===== src/rtl/tri_lane_serializer.sv =====
`timescale 1ns/1ps
module tri_lane_serializer #(
  parameter int LANES = 3,
  parameter int SLOTS = 7,
  parameter logic [SLOTS-1:0] CLK_PATTERN = 7'b1100011
) (
  input  logic                   clk_bit,
  input  logic                   rst_n,
  input  logic                   word_clk,
  input  logic                   pwr_n,
  input  logic [LANES*SLOTS-1:0] din,
  output logic [LANES-1:0]       ser_data,
  output logic                   ser_clk,
  output logic                   out_en
);
  localparam int WIDTH = LANES * SLOTS;
  localparam int CW    = $clog2(SLOTS);
  localparam logic [CW-1:0] LAST = CW'(SLOTS - 1);

  logic             wclk_q;
  logic [WIDTH-1:0] cap_q;
  logic [CW-1:0]    slot_q;
  logic [SLOTS-1:0] ck_q;
  logic             armed_q;
  logic             oe_q;

  wire rise = word_clk & ~wclk_q;
  wire load = (slot_q == LAST);

  always_ff @(posedge clk_bit or negedge rst_n) begin
    if (!rst_n) begin
      wclk_q  <= 1'b0;
      cap_q   <= '0;
      slot_q  <= '0;
      ck_q    <= '0;
      armed_q <= 1'b0;
      oe_q    <= 1'b0;
    end else begin
      wclk_q <= word_clk;
      if (rise) cap_q <= din;
      if (rise)      slot_q <= CW'(1);
      else if (load) slot_q <= '0;
      else           slot_q <= slot_q + 1'b1;
      ck_q    <= load ? CLK_PATTERN : {1'b0, ck_q[SLOTS-1:1]};
      armed_q <= pwr_n & (armed_q | rise);
      if (!pwr_n)               oe_q <= 1'b0;
      else if (load && armed_q) oe_q <= 1'b1;
    end
  end

  for (genvar k = 0; k < LANES; k++) begin : g_lane
    logic [SLOTS-1:0] sh_q;
    always_ff @(posedge clk_bit or negedge rst_n) begin
      if (!rst_n)    sh_q <= '0;
      else if (load) sh_q <= cap_q[k*SLOTS +: SLOTS];
      else           sh_q <= {1'b0, sh_q[SLOTS-1:1]};
    end
    assign ser_data[k] = oe_q & sh_q[0];
  end

  assign ser_clk = oe_q & ck_q[0];
  assign out_en  = oe_q;
endmodule


===== config.mk =====
export PLATFORM = sky130hd
export DESIGN_NAME = tri_lane_serializer
export DESIGN_NICKNAME = d
export VERILOG_FILES = /design/src/rtl/tri_lane_serializer.sv
export SDC_FILE = /design/constraint.sdc
export NUM_CORES = 1
export LEC_CHECK = 0
export ABC_AREA = 1
export BUFFER_PORTS_ARGS = -buffer_cell sky130_fd_sc_hd__buf_2
export CORE_MARGIN = 2
export CORE_UTILIZATION = 53
export DETAILED_ROUTE_END_ITERATION = 8
export PLACE_DENSITY_LB_ADDON = 0.1
export SYNTH_ARGS = -nofsm -noshare
export SYNTH_HDL_FRONTEND = slang
export SYNTH_SLANG_ARGS = --single-unit
export TNS_END_PERCENT = 5

===== constraint.sdc =====
create_clock -name clk_bit -period 1.31 [get_ports clk_bit]
set_clock_uncertainty 0.05 [all_clocks]
set_input_delay 0.0655 -clock clk_bit [delete_from_list [all_inputs] [get_ports clk_bit]]
set_output_delay 0.0655 -clock clk_bit [all_outputs]
set_load 0.02 [all_outputs]

==> out/metrics.cfg <==
[status]
status=finished clean

[place]
portBuffers=29
place_inst=293
dp_hpwl_mm=2.29
post_dp_cell_area_um2=2300
gp_congestion=0.705

[global_route]
grt_pass1_wl_mm=6.22
grt_max_degree=56
gr-total-overflow=0
grt_pass1_vias=1340
grt.total_usage=0.193
antenna_found_initial=0

[setup_path]
arrival_ps=1320
r2r_cells=5
start_kind=register
end_kind=register
cp.required_ps=1460
worst-path-max-fanout=21
critPathKind=register to register

[synthesis]
synth_area_um2=2090
synthCells=219
syn_avg_cell_area_um2=9.52
yosysWarnings=0
synth-seq-area-share=0.660
ys_ff_latch=55
syn_nets=244
synth_cell_type_count=18

[detailed_routing]
wire_per_inst_um=11.7
viasPerCell=4.66
drt_wl_total_mm=3.79
drtIter0Drc=87
vias=1509
antenna_left=0
drc_errors=0
dr.pass1.iters=4

[pwr]
p_leak_nw=1.47
irDropWorstVdd_v=0.00104
totalPowerFinal_w=0.00372
power.density_nw_per_um2=1420

[min_path]
whs_path_depth=1
hp-class=input pin to register

[timing]
finalHoldViolCount=0
tightest_slew_ps=418
fin_crit_ps=1170
min_period_over_period=0.894
slew_violations=0
fmax_mhz=854
fin_tns_setup_ps=0
rsz0062_at_grt=false
slew_headroom=0.721
setup_viol=0

[floorplanning]
std_cell_rows=22
io_pins=30
core_um2=3720
die_h_um=66.7
initial_core_util=0.561
die_w_um=66.7
die_area_um2=4450

[finish]
design_area_um2=2610
final_cells=324
syn_to_final_growth_pct=25.3
antenna_cells=0
drive_gt1_frac=0.188
layout.nets=300
final_util=0.703
final_common_cell=nand2_1
final_cell_mix=nand2_1, dfrtp_1, buf_2

[cts]
cts_root_buf=clkbuf_8
clkLatencyLatePin_ps=300
htree_num_levels=2
cts.sink_count=55
clkSlewWorstSetupHoldPaths_ps=90
numCtsBuffers=5
cts_buffer_depth=2
cts_tree=yes
post_cts_buffers=0

[job]
maxCapViolations=0

-- per-layer routing --
metal | GRT usage | wire length, µm | up-vias
li1 | - | - | 772
met1 | 0.256 | 1840 | 707
met2 | 0.313 | 1770 | 26
met3 | 0.0608 | 139 | 4
met4 | 0.0459 | 42 | 0
met5 | 0 | 0 | -
-- what timing repair did --
action	4_1_cts	5_1_grt
hold endpoints to repair	78	0
hold buffers	23	0
resized for setup	0	2
endpoints found under the setup margin	0	6
-- through the flow --
stage                     hold slack, ps  worst slack, ps
final                               56.3              139
after global routing                57.1             28.6
after CTS                           33.5             82.9
after detailed placement            38.6              107
after global placement              36.5              158
after floorplan                     -280              248
-- power by group --
group | switching, W | internal (W)
Clock | 0.000510 | 0.000376
Sequential | 0.000154 | 0.00205
Combinational | 0.000345 | 0.000285
-- kinds of logic (layout without fill, tap and decap cells) --
kind of cell	count (synthesis)	in the layout	synth area share
AND/OR/NAND/NOR	131	131	0.261
flip-flops	55	55	0.660
buffers and inverters	25	82	0.0582
AO/OA/AOI/OAI	7	7	0.0168
XOR/XNOR	1	1	0.00420
-- flip-flops by register name, indices dropped and copies added (netlist names) --
name and flops:
cap_q 21, g_lane.sh_q 21, ck_q 7, slot_q 3
armed_q 1, out_en 1, wclk_q 1
-- synth_stat cells --
master,instances,area share
nor2_4,1,0.0054
o21ai_0,1,0.0024
buf_4,2,0.0072
buf_2,4,0.0096
nand4_1,1,0.0030
or2_2,3,0.0090
xnor2_1,1,0.0042
nand3_1,18,0.043
nor2_1,8,0.014
inv_1,14,0.025
buf_1,1,0.0018
nand2_1,95,0.17
dfrtp_1,55,0.66
buf_6,2,0.011
nand2_2,2,0.0060
nor2_2,3,0.0090
inv_2,2,0.0036
a21oi_1,6,0.014
-- area by class of cell --
type	count	area [µm²]
multi-input combinational	139	588
sequential	55	1380
fill	302	1100
clock buffer	7	76.3
tap	48	60.1
clock inverter	1	5.00
timing repair buffer	58	445
inverter	16	62.6
-- worst max-delay path, cell delays in order (launching register included) --
cell and delay (ps):
dfrtp_1 420, nand2_2 90, nor2_4 200, inv_4 150, nand2_1 90, nand2_1 50
-- path summary, 6_finish.rpt --
| path | from | to | slack, ps |
|---|---|---|---|
| setup / recovery | slot_q[1] | g_lane[0].sh_q[5] | 140 |
| hold / removal | word_clk | wclk_q | 60 |
| setup reg to reg | slot_q[1] | g_lane[0].sh_q[5] | 140 |
| hold reg to reg | ck_q[2] | ck_q[1] | 390 |
| max in group asynchronous | rst_n | cap_q[2] | 740 |
| min in group asynchronous | rst_n | armed_q | 240 |
Note: power is estimated with default switching activity, not from simulation.
